`src/rtl/irqm_pkg.sv`:
```
package irqm_pkg;
  localparam int NSRC     = 3;
  localparam int CSR_W    = 8;
  localparam int EN_LSB   = 0;
  localparam int FLAG_LSB = 4;
  localparam int SRC_CMP  = 0;

  typedef enum logic {
    EDGE_FALL = 1'b0,
    EDGE_ANY  = 1'b1
  } edge_kind_e;
endpackage

```
`src/rtl/irqm_edge.sv`:
```
module irqm_edge
  import irqm_pkg::*;
#(
  parameter edge_kind_e KIND = EDGE_ANY
) (
  input  logic clk,
  input  logic rst_n,
  input  logic sig_i,
  output logic evt_o
);
  logic prev_q;
  logic armed_q;

  always_ff @(posedge clk) begin
    if (!rst_n) begin
      prev_q  <= 1'b0;
      armed_q <= 1'b0;
    end else begin
      prev_q  <= sig_i;
      armed_q <= 1'b1;
    end
  end

  generate
    if (KIND == EDGE_FALL) begin : g_fall
      assign evt_o = armed_q & prev_q & ~sig_i;

      property p_fall_only;
        @(posedge clk) disable iff (!rst_n)
          evt_o |-> ($past(sig_i) && !sig_i);
      endproperty
      assert_fall_only_R1: assert property (p_fall_only);
    end else begin : g_any
      assign evt_o = armed_q & (prev_q ^ sig_i);

      property p_change_only;
        @(posedge clk) disable iff (!rst_n)
          evt_o |-> (sig_i != $past(sig_i));
      endproperty
      assert_change_only_R2: assert property (p_change_only);
    end
  endgenerate
endmodule

```
`src/rtl/irqm_regs.sv`:
```
module irqm_regs
  import irqm_pkg::*;
#(
  parameter int N = NSRC
) (
  input  logic             clk,
  input  logic             rst_n,
  input  logic [N-1:0]     evt,
  input  logic             we,
  input  logic [CSR_W-1:0] wdata,
  output logic [N-1:0]     en_q,
  output logic [CSR_W-1:0] rdata
);
  logic [N-1:0] flag_q;

  for (genvar i = 0; i < N; i++) begin : g_src
    logic clr;
    assign clr = we & ~wdata[FLAG_LSB+i];

    always_ff @(posedge clk) begin
      if (!rst_n) begin
        flag_q[i] <= 1'b0;
        en_q[i]   <= 1'b0;
      end else begin
        flag_q[i] <= (flag_q[i] & ~clr) | evt[i];
        if (we) en_q[i] <= wdata[EN_LSB+i];
      end
    end

    property p_evt_sets;
      @(posedge clk) disable iff (!rst_n) evt[i] |=> flag_q[i];
    endproperty
    assert_evt_wins_R10: assert property (p_evt_sets);

    property p_one_keeps;
      @(posedge clk) disable iff (!rst_n)
        (we && wdata[FLAG_LSB+i] && !evt[i]) |=> (flag_q[i] == $past(flag_q[i]));
    endproperty
    assert_one_keeps_R5: assert property (p_one_keeps);

    property p_zero_clears;
      @(posedge clk) disable iff (!rst_n)
        (we && !wdata[FLAG_LSB+i] && !evt[i]) |=> !flag_q[i];
    endproperty
    assert_zero_clears_R5: assert property (p_zero_clears);

    property p_en_load;
      @(posedge clk) disable iff (!rst_n)
        we |=> (en_q[i] == $past(wdata[EN_LSB+i]));
    endproperty
    assert_en_load_R6: assert property (p_en_load);
  end

  always_comb begin
    rdata = '0;
    for (int k = 0; k < N; k++) begin
      rdata[FLAG_LSB+k] = flag_q[k];
      rdata[EN_LSB+k]   = en_q[k];
    end
  end
endmodule

```
`src/rtl/irqm_merge.sv`:
```
module irqm_merge
  import irqm_pkg::*;
#(
  parameter int N = NSRC
) (
  input  logic         clk,
  input  logic         rst_n,
  input  logic [N-1:0] evt,
  input  logic [N-1:0] en,
  input  logic         ack,
  output logic         req_q
);
  logic hit;
  assign hit = |(evt & en);

  always_ff @(posedge clk) begin
    if (!rst_n) req_q <= 1'b0;
    else        req_q <= hit | (req_q & ~ack);
  end

  property p_hit_sets;
    @(posedge clk) disable iff (!rst_n) hit |=> req_q;
  endproperty
  assert_hit_beats_ack_R11: assert property (p_hit_sets);

  property p_ack_drops;
    @(posedge clk) disable iff (!rst_n) (ack && !hit) |=> !req_q;
  endproperty
  assert_ack_drops_R8: assert property (p_ack_drops);

  property p_no_spurious;
    @(posedge clk) disable iff (!rst_n) (!req_q && !hit) |=> !req_q;
  endproperty
  assert_no_spurious_R7: assert property (p_no_spurious);
endmodule

```
`src/rtl/irq_source_merge.sv`:
```
module irq_source_merge
  import irqm_pkg::*;
(
  input  logic             clk,
  input  logic             rst_n,
  input  logic             amp0_i,
  input  logic             amp1_i,
  input  logic             cmp_i,
  input  logic             csr_we,
  input  logic [CSR_W-1:0] csr_wdata,
  output logic [CSR_W-1:0] csr_rdata,
  input  logic             irq_ack,
  output logic             irq_req
);
  logic [NSRC-1:0] src;
  logic [NSRC-1:0] evt;
  logic [NSRC-1:0] en;

  assign src = {amp1_i, amp0_i, cmp_i};

  for (genvar i = 0; i < NSRC; i++) begin : g_det
    localparam edge_kind_e KIND = (i == SRC_CMP) ? EDGE_ANY : EDGE_FALL;
    irqm_edge #(.KIND(KIND)) u_edge (
      .clk   (clk),
      .rst_n (rst_n),
      .sig_i (src[i]),
      .evt_o (evt[i])
    );
  end

  irqm_regs #(.N(NSRC)) u_regs (
    .clk   (clk),
    .rst_n (rst_n),
    .evt   (evt),
    .we    (csr_we),
    .wdata (csr_wdata),
    .en_q  (en),
    .rdata (csr_rdata)
  );

  irqm_merge #(.N(NSRC)) u_merge (
    .clk   (clk),
    .rst_n (rst_n),
    .evt   (evt),
    .en    (en),
    .ack   (irq_ack),
    .req_q (irq_req)
  );

  property p_flags_persist;
    @(posedge clk) disable iff (!rst_n)
      (irq_ack && !csr_we) |=>
        ((csr_rdata[6:4] & $past(csr_rdata[6:4])) == $past(csr_rdata[6:4]));
  endproperty
  assert_flags_persist_R8: assert property (p_flags_persist);
endmodule

```
`config.mk`:
```
export PLATFORM = sky130hd
export DESIGN_NAME = irq_source_merge
export DESIGN_NICKNAME = d
export VERILOG_FILES = /design/src/rtl/irqm_pkg.sv /design/src/rtl/irqm_edge.sv /design/src/rtl/irqm_regs.sv /design/src/rtl/irqm_merge.sv /design/src/rtl/irq_source_merge.sv
export SDC_FILE = /design/constraint.sdc
export NUM_CORES = 1
export LEC_CHECK = 0
export BUFFER_PORTS_ARGS = -buffer_cell sky130_fd_sc_hd__buf_2
export CAP_MARGIN = 25
export CORE_MARGIN = 2
export CORE_UTILIZATION = 35
export CTS_BUF_LIST = sky130_fd_sc_hd__clkbuf_8
export DETAILED_ROUTE_END_ITERATION = 8
export PLACE_DENSITY = 0.63
export SLEW_MARGIN = 10
export SYNTH_ARGS = -nofsm -noshare
export SYNTH_HDL_FRONTEND = slang
export SYNTH_HIERARCHICAL = 1
export SYNTH_SLANG_ARGS = --single-unit
```
`constraint.sdc`:
```
create_clock -name clk -period 2.3 [get_ports clk]
set_clock_uncertainty 0.05 [all_clocks]
set_input_delay 0.115 -clock clk [delete_from_list [all_inputs] [get_ports clk]]
set_output_delay 0.115 -clock clk [all_outputs]
set_load 0.005 [all_outputs]
```
==> results of run 1 <==
-- synthesized netlist by cell type --
cell      count  area share (%)
a22oi_1       1             1.5
xor2_1        1             1.7
conb_1        1            0.74
inv_1         1            0.74
mux2i_1       3             5.9
o21ai_0       3             3.0
nor2_1        3             2.2
nand2_1       1            0.74
buf_6         1             2.2
and2_1        1             1.2
dfxtp_1      13              51
nor3b_2       3             7.4
buf_4         5             7.4
a31oi_1       1             1.2
nand2b_1      1             1.2
and3b_1       2             3.4
nor2b_1       3             3.7
and2_2        3             4.4
-- layout make-up --
class	instances	area, um^2	share of cell area, %
flip-flops and latches	13	260	41.9
multi-input cells	28	199	32.0
repair buffers	19	95.1	15.3
clock buffers	3	41.3	6.64
well taps	15	18.8	3.02
clock inverters	1	3.75	0.604
inverters	1	3.75	0.604
-- where the power goes --
group / internal (mW) / total, mW / switching [mW]
logic: 0.0234 / 0.0412 / 0.0178
clock network: 0.118 / 0.196 / 0.0783
registers: 0.237 / 0.242 / 0.00463
total: 0.378 / 0.479 / 0.101
-- final timing paths --
kind | startpoint | endpoint | slack (ns) | cells after the start
worst max-delay path | g_det[0].u_edge/prev_q$_SDFF_PN0_ | u_merge/req_q$_SDFF_PN0_ | 1.21 | 4
worst min-delay path | amp0_i | g_det[1].u_edge/prev_q$_SDFF_PN0_ | 0.05 | 2
worst max register to register | g_det[0].u_edge/prev_q$_SDFF_PN0_ | u_merge/req_q$_SDFF_PN0_ | 1.21 | 4
worst min register to register | u_merge/req_q$_SDFF_PN0_ | u_merge/req_q$_SDFF_PN0_ | 0.43 | 2
-- through the flow --
step | utilization [%] | hold WS, ns | worst slack (ns) | cells
after detailed placement | 43.2 | 0.300 | 1.21 | 76
final | 46.6 | 0.0499 | 1.21 | 80
after floorplan | - | 0.0927 | 1.29 | 48
after global routing | 46.6 | 0.0485 | 1.11 | 80
after CTS | 46.6 | 0.0521 | 1.20 | 80
after global placement | 43.2 | 0.293 | 1.22 | 76
-- routing by layer --
layer	wire (um)	track usage [%]
met5	0	0
met4	19	11.3
met3	61	3.45
met2	394	15.0
met1	379	12.3
-- sequential cells by signal, indices dropped and copies added (netlist names) --
| signal | count |
|---|---|
| g_det.u_edge/armed_q | 3 |
| g_det.u_edge/prev_q | 3 |
| u_regs/en_q | 3 |
| u_regs/rdata | 3 |
| u_merge/req_q | 1 |
-- kinds of logic (layout without fill, tap and decap cells) --
logic type                after synthesis  count (layout)  synth area share, %
xor gates and xnor gates                1               1                 1.72
buffers and inverters                   7              24                 10.3
AOI/OAI and AO/OA                       5               5                 5.67
and+or+nand+nor                        17              17                 24.4
other                                   1               2                0.738
muxes                                   3               3                 5.91
DFF                                    13              13                 51.2
-- worst register-to-register path, cell delays in order (launching register included) --
cell and delay, ns:
dfxtp_1 0.30, xor2_1 0.13, and2_1 0.18, a22oi_1 0.20, a31oi_1 0.10
==> flow_metrics.tcl, run 1 <==
set metrics [dict create \
    cts_setup_buffers 0 \
    critical_path.n_buffers_inverters 0 \
    worstPathRequired_ns 2.37 \
    synth-seq-cells 13 \
    io_pins 24 \
    drive_above_1_share_pct 43.1 \
    globalRouteTotalUtil_pct 10.8 \
    sort_of_element_at_the_start_of_the_critical_path "flop" \
    cts_hold_buf 0 \
    setup_viol 0 \
    fmax_ghz 0.921 \
    antenna_found_initial 0 \
    cellLeakagePower_nw 0.311 \
    synth.avg_cell_area_um2 10.8 \
    critPathMaxFanout 3 \
    finalInstanceArea_um2 622 \
    placeableCoreArea_um2 1330 \
    layout-area-overhead-vs-synth_pct 22.4 \
    path_cells "xor2_1 > and2_1 > a22oi_1 > a31oi_1" \
    synth_warnings 6 \
    fin_nets 81 \
    vias_per_cell 4.31 \
    hold_viol 0 \
    critical_path_at_ns 1.16 \
    critPathMaxStageDelay_ns 0.30 \
    num_antenna_cells 0 \
    tritoncts.num_buffers 3 \
    setup_repair_after_global_routing_missed_its_margin "no" \
    first_pass_grt_wire_length_um 1360 \
    grt_pass1_vias 341 \
    placedInstanceArea_um2 577 \
    cts_tree "yes" \
    drt.antenna.violating_nets 0 \
    post_cts_resize_count 0 \
    grt_max_degree 14 \
    die_w_um 42.1 \
    insertion_delay_ns 0.24 \
    drv_cap 0 \
    finalWirelength_um 855 \
    criticalPathCategory "flop to flop" \
    detailroute.via_count 345 \
    final_min_period_over_clock_period_pct 47.2 \
    cpMaxStageDelayCell "dfxtp_1" \
    dpl.hpwl_um 591 \
    initial_utilization_pct 38.1 \
    vdd_ir_drop_max_mv 0.264 \
    clock_pin_slew_worst_setup_and_hold_paths_ns 0.06 \
    fin_setup_tns_ns 0 \
    total_die_area_um2 1770 \
    clock-root-buffer "clkbuf_8" \
    clkSinkCount 13 \
    port_buffers 19 \
    drc_errors 0 \
    num-fill-cells 136 \
    gp_routability_congestion 0.653 \
    finalMaxSlewViolations 0 \
    synth.distinct_cells 18 \
    critical_path.endpoint_type "flop" \
    hold_path.class "primary input to flop" \
    syn-instance-count 47 \
    yosysSeqAreaShare_pct 51.2 \
    drt_pass1_iterations 2 \
    power.total_mw 0.479 \
    total_congestion_overflow 0 \
    cpLargestDelayFamily "compound AO/OA/AOI/OAI gates" \
    detail_route.iter0.violations 2 \
    clk_buf_depth 2 \
    mostFrequentLayoutCells "buf_2, dfxtp_1" \
    layout_commonest_cell "buf_2" \
    h-tree-depth 1 \
    mappedNetlistArea_um2 508 \
    floorplan.rows 13 \
    outcome "finished clean" \
    power_density_nw_per_um2 770 \
    min_period_ns 1.09 \
    die_height_um 42.1 \
    routed_wire_length_per_instance_um 10.7 \
]
Note: power is estimated with default switching activity, not from simulation.
==> inputs of run 2 (changes only) <==
clock period = 1.1 ns   (was 2.3 ns; I/O delays follow)
==> run 2 against run 1 <==
Die area did not move. Flip-flop and latch count unchanged. Via count up 2.0%. Sequential share of layout area fell by 1.9 points. Critical path type is now primary input to flop. Utilization is 2.2 points higher. Global-route usage shrank 1.2 points. Wire length is 5.0% lower. Critical path depth rose by 1.
==> flow_metrics.tcl, run 2 (synthesis gave the netlist of run 1 again) <==
set metrics [dict create \
    drc_errors 0 \
    fin_setup_tns_ns 0 \
    critical_path_at_ns 1.15 \
    h-tree-depth 1 \
    critical_path.endpoint_type "flop" \
    hold_viol 0 \
    layout-area-overhead-vs-synth_pct 28.1 \
    criticalPathCategory "primary input to flop" \
    gp_routability_congestion 0.633 \
    cts_tree "yes" \
    io_pins 24 \
    preCtsSetupSlack_ns 0.0227 \
    cellLeakagePower_nw 0.321 \
    drive_above_1_share_pct 46.3 \
    clk_buf_depth 2 \
    initial_utilization_pct 38.1 \
    drv_cap 0 \
    drt.antenna.violating_nets 0 \
    die_w_um 42.1 \
    layout_commonest_cell "buf_2" \
    critPathMaxStageDelay_ns 0.54 \
    clkSinkCount 13 \
    grt_max_degree 14 \
    postLayoutSetupSlackWorst_ns 0.0576 \
    fin_nets 83 \
    vdd_ir_drop_max_mv 0.873 \
    die_height_um 42.1 \
    total_congestion_overflow 0 \
    port_buffers 19 \
    tritoncts.num_buffers 3 \
    placeableCoreArea_um2 1330 \
    first_pass_grt_wire_length_um 1260 \
    finalWirelength_um 812 \
    total_die_area_um2 1770 \
    detailroute.via_count 352 \
    critical_path.n_buffers_inverters 2 \
    sort_of_element_at_the_start_of_the_critical_path "primary input" \
    cpMaxStageDelayCell "dlygate4sd3_1" \
    mostFrequentLayoutCells "buf_2, dfxtp_1" \
    vias_per_cell 4.29 \
    drt_pass1_iterations 2 \
    path_cells "dlygate4sd3_1 > buf_2 > and3b_2 > nand2_1 > a31oi_1" \
    setup_viol 0 \
    dpl.hpwl_um 586 \
    final_min_period_over_clock_period_pct 94.8 \
    power_density_nw_per_um2 1540 \
    clock_pin_slew_worst_setup_and_hold_paths_ns 0.05 \
    fmax_ghz 0.959 \
    globalRouteTotalUtil_pct 9.60 \
    detail_route.iter0.violations 2 \
    worstPathRequired_ns 1.21 \
    num_antenna_cells 0 \
    insertion_delay_ns 0.23 \
    routed_wire_length_per_instance_um 9.90 \
    critPathMaxFanout 3 \
    cpLargestDelayFamily "buffers and inverters" \
    min_period_ns 1.04 \
    finalMaxSlewViolations 0 \
    grt_pass1_vias 306 \
    hold_path.class "primary input to flop" \
    antenna_found_initial 0 \
    setup_repair_after_global_routing_missed_its_margin "no" \
    outcome "finished clean" \
    floorplan.rows 13 \
    clock-root-buffer "clkbuf_8" \
]
[run 2: cell types whose count changed in the layout (fill, tap and decap cells not counted), sizes merged]
cell	previous run	this run
dlygate4sd3	0	2
[run 2: layer usage]
layer	track usage (%)	vias up	part of all wire [%]
met3	2.59	0	6.9
met2	15.0	13	49
met1	11.0	153	44
li1	-	186	-
met5	0	-	0
met4	7.50	0	0
[run 2: path summary, 6_finish.rpt]
check                                    startpoint                         endpoint  slack (ns)  cells past startpoint
setup / recovery                             amp1_i         u_merge/req_q$_SDFF_PN0_        0.06                      5
hold / removal                                rst_n  g_det[1].u_edge/armed_q$_DFF_P_       0.004                      1
setup reg to reg  g_det[0].u_edge/prev_q$_SDFF_PN0_         u_merge/req_q$_SDFF_PN0_        0.07                      4
hold reg to reg         u_regs/en_q[2]$_SDFFE_PN0P_         u_merge/req_q$_SDFF_PN0_        0.43                      2
[run 2: layout make-up]
cell class / count / area [um^2]
flip-flops and latches: 13 / 260
inverters: 1 / 3.75
fillers: 133 / 683
clock buffers: 3 / 41.3
repair buffers: 21 / 115
multi-input cells: 28 / 208
well taps: 15 / 18.8
clock inverters: 1 / 3.75
[run 2: repair_timing]
action,4_1_cts,5_1_grt
endpoints found under the hold margin,2,0
buffers inserted,0,0
endpoints found under the setup margin,0,2
hold buffers,2,0
resized for setup,0,4
[run 2: per-stage QoR]
| stage | util [%] | cell area [um^2] | total power, mW | cells | hold slack [ns] |
|---|---|---|---|---|---|
| final | 48.8 | 651 | 1.00 | 82 | 0.00415 |
| after global routing | 48.8 | 651 | 1.05 | 82 | 0.0128 |
| after CTS | 48.1 | 642 | 1.01 | 82 | 0.00135 |
| after detailed placement | 43.2 | 577 | 0.601 | 76 | 0.236 |
| after global placement | 43.2 | 577 | 0.599 | 76 | 0.233 |
| after floorplan | - | 512 | 0.574 | 48 | 0.0327 |
[run 2: report_power, final]
part	total (mW)	switching (mW)	internal (mW)	leakage [nW]
Clock	0.403	0.157	0.246	0.0269
Sequential	0.505	0.00983	0.496	0.108
Combinational	0.0951	0.0383	0.0568	0.187
Total	1.00	0.205	0.798	0.321
==> inputs of run 3 (changes only) <==
SETUP_SLACK_MARGIN = 0.4   (was not set)
==> run 3 against run 2 <==
The flow now finishes with violations (negative hold slack). Die area stayed put. Critical path type is now flop to flop. Clock power hardly changed. Combinational power is 0.5% lower. First-iteration DRC count is 100% lower. Highest routed layer is now met4. Sequential share of layout area is 1.2 points higher.
==> flow_metrics.tcl, run 3 (synthesis gave the netlist of run 1 again) <==
set metrics [dict create \
    fin_nets 81 \
    first_pass_grt_wire_length_um 1270 \
    total_die_area_um2 1770 \
    setup_viol 0 \
    detail_route.iter0.violations 0 \
    drt.antenna.violating_nets 0 \
    highest_layer "met4" \
    insertion_delay_ns 0.24 \
    worstPathRequired_ns 1.17 \
    final_min_period_over_clock_period_pct 88.7 \
    io_pins 24 \
    tritoncts.num_buffers 3 \
    hold_path.class "primary input to flop" \
    layout_commonest_cell "buf_2" \
    critical_path.endpoint_type "flop" \
    power_density_nw_per_um2 1550 \
    finalInstanceArea_um2 649 \
    drc_errors 0 \
    placedInstanceArea_um2 579 \
    criticalPathCategory "flop to flop" \
    dpl.hpwl_um 592 \
    initial_utilization_pct 38.1 \
    routedLengthMet1_um 347 \
    clock-root-buffer "clkbuf_8" \
    total_congestion_overflow 0 \
    num_antenna_cells 0 \
    outcome "complete, but fails checks" \
    layout.core_utilization_pct 48.7 \
    clkSinkCount 13 \
    floorplan.rows 13 \
    vdd_ir_drop_max_mv 0.668 \
    hold_viol 4 \
    mostFrequentLayoutCells "buf_2, dfxtp_1, dfxtp_2" \
    cts_setup_buffers 0 \
    violations "negative hold slack" \
    globalRouteTotalUtil_pct 10.1 \
    min_period_ns 0.976 \
    cts_tree "yes" \
    grt_max_degree 14 \
    vias_per_cell 4.33 \
    clock_pin_slew_worst_setup_and_hold_paths_ns 0.05 \
    routed_wire_length_per_instance_um 10.0 \
    fmax_ghz 1.02 \
    finalWirelength_um 801 \
    setup_repair_after_global_routing_missed_its_margin "yes" \
    fin_setup_tns_ns 0 \
    critical_path_at_ns 1.05 \
    detailroute.via_count 346 \
    placeableCoreArea_um2 1330 \
    port_buffers 19 \
    drive_above_1_share_pct 55.4 \
    met3RoutedLength_um 87 \
    antenna_found_initial 0 \
    layout-area-overhead-vs-synth_pct 27.8 \
    finalMaxSlewViolations 0 \
    critPathMaxFanout 3 \
    gp_routability_congestion 0.672 \
    detailroute.wirelength.met2_um 353 \
    die_height_um 42.1 \
    drv_cap 0 \
    h-tree-depth 1 \
    hold_ws_ns -0.00814 \
    sort_of_element_at_the_start_of_the_critical_path "flop" \
    grt_pass1_vias 294 \
    clk_buf_depth 2 \
    cellLeakagePower_nw 0.317 \
    die_w_um 42.1 \
    drt_pass1_iterations 1 \
]
-- run 3: cell count changes in the layout (fill, tap and decap cells not counted) --
cell | before | now
buf_2 | 19 | 17
and3b_1 | 1 | 2
buf_6 | 0 | 2
and3b_2 | 1 | 0
dlygate4sd3_1 | 2 | 0
dfxtp_1 | 13 | 7
dfxtp_2 | 0 | 6
-- run 3: worst max-delay path, cell delays in order (launching register included) --
cell and delay (ns):
dfxtp_1 0.30, xor2_1 0.13, and2_4 0.15, a22oi_2 0.14
a31oi_1 0.09
-- run 3: where the power goes --
group,switching (mW),internal [mW]
Combinational,0.0382,0.0564
Sequential,0.0110,0.498
Clock,0.160,0.246
Total,0.209,0.800
-- run 3: stage by stage --
stage | instances | power [mW] | setup WS (ns) | hold slack, ns
global route | 80 | 1.06 | 0.0886 | -0.0159
finish | 80 | 1.01 | 0.124 | -0.00814
floorplan | 48 | 0.577 | 0.144 | 0.0327
CTS | 80 | 1.02 | 0.110 | -0.0132
global placement | 76 | 0.602 | 0.101 | 0.233
detailed placement | 76 | 0.605 | 0.0798 | 0.236
-- run 3: cell type report --
cell class | count | area, um^2
fill | 133 | 684
inverter | 1 | 3.75
timing repair buffer | 19 | 108
multi-input combinational | 28 | 206
clock inverter | 1 | 3.75
tap | 15 | 18.8
sequential | 13 | 268
clock buffer | 3 | 41.3
-- run 3: path summary, 6_finish.rpt --
check | from | endpoint | slack (ns) | cells past startpoint
hold reg to reg | u_regs/en_q[2]$_SDFFE_PN0P_ | u_merge/req_q$_SDFF_PN0_ | 0.44 | 2
hold / removal | csr_wdata[4] | u_regs/rdata[4]$_SDFF_PN0_ | -0.008 | 3
setup reg to reg | g_det[0].u_edge/prev_q$_SDFF_PN0_ | u_merge/req_q$_SDFF_PN0_ | 0.12 | 4
setup / recovery | g_det[0].u_edge/prev_q$_SDFF_PN0_ | u_merge/req_q$_SDFF_PN0_ | 0.12 | 4
-- run 3: metal layers --
layer | vias to the layer above | global-route usage [%]
li1 | 182 | -
met1 | 144 | 11.5
met2 | 18 | 13.8
met3 | 2 | 5.60
met4 | 0 | 7.50
met5 | - | 0
-- run 3: timing repair --
item                                    4_1_cts  5_1_grt
resized for setup                             5        4
endpoints found under the setup margin       11       13
endpoints found under the hold margin         2        4
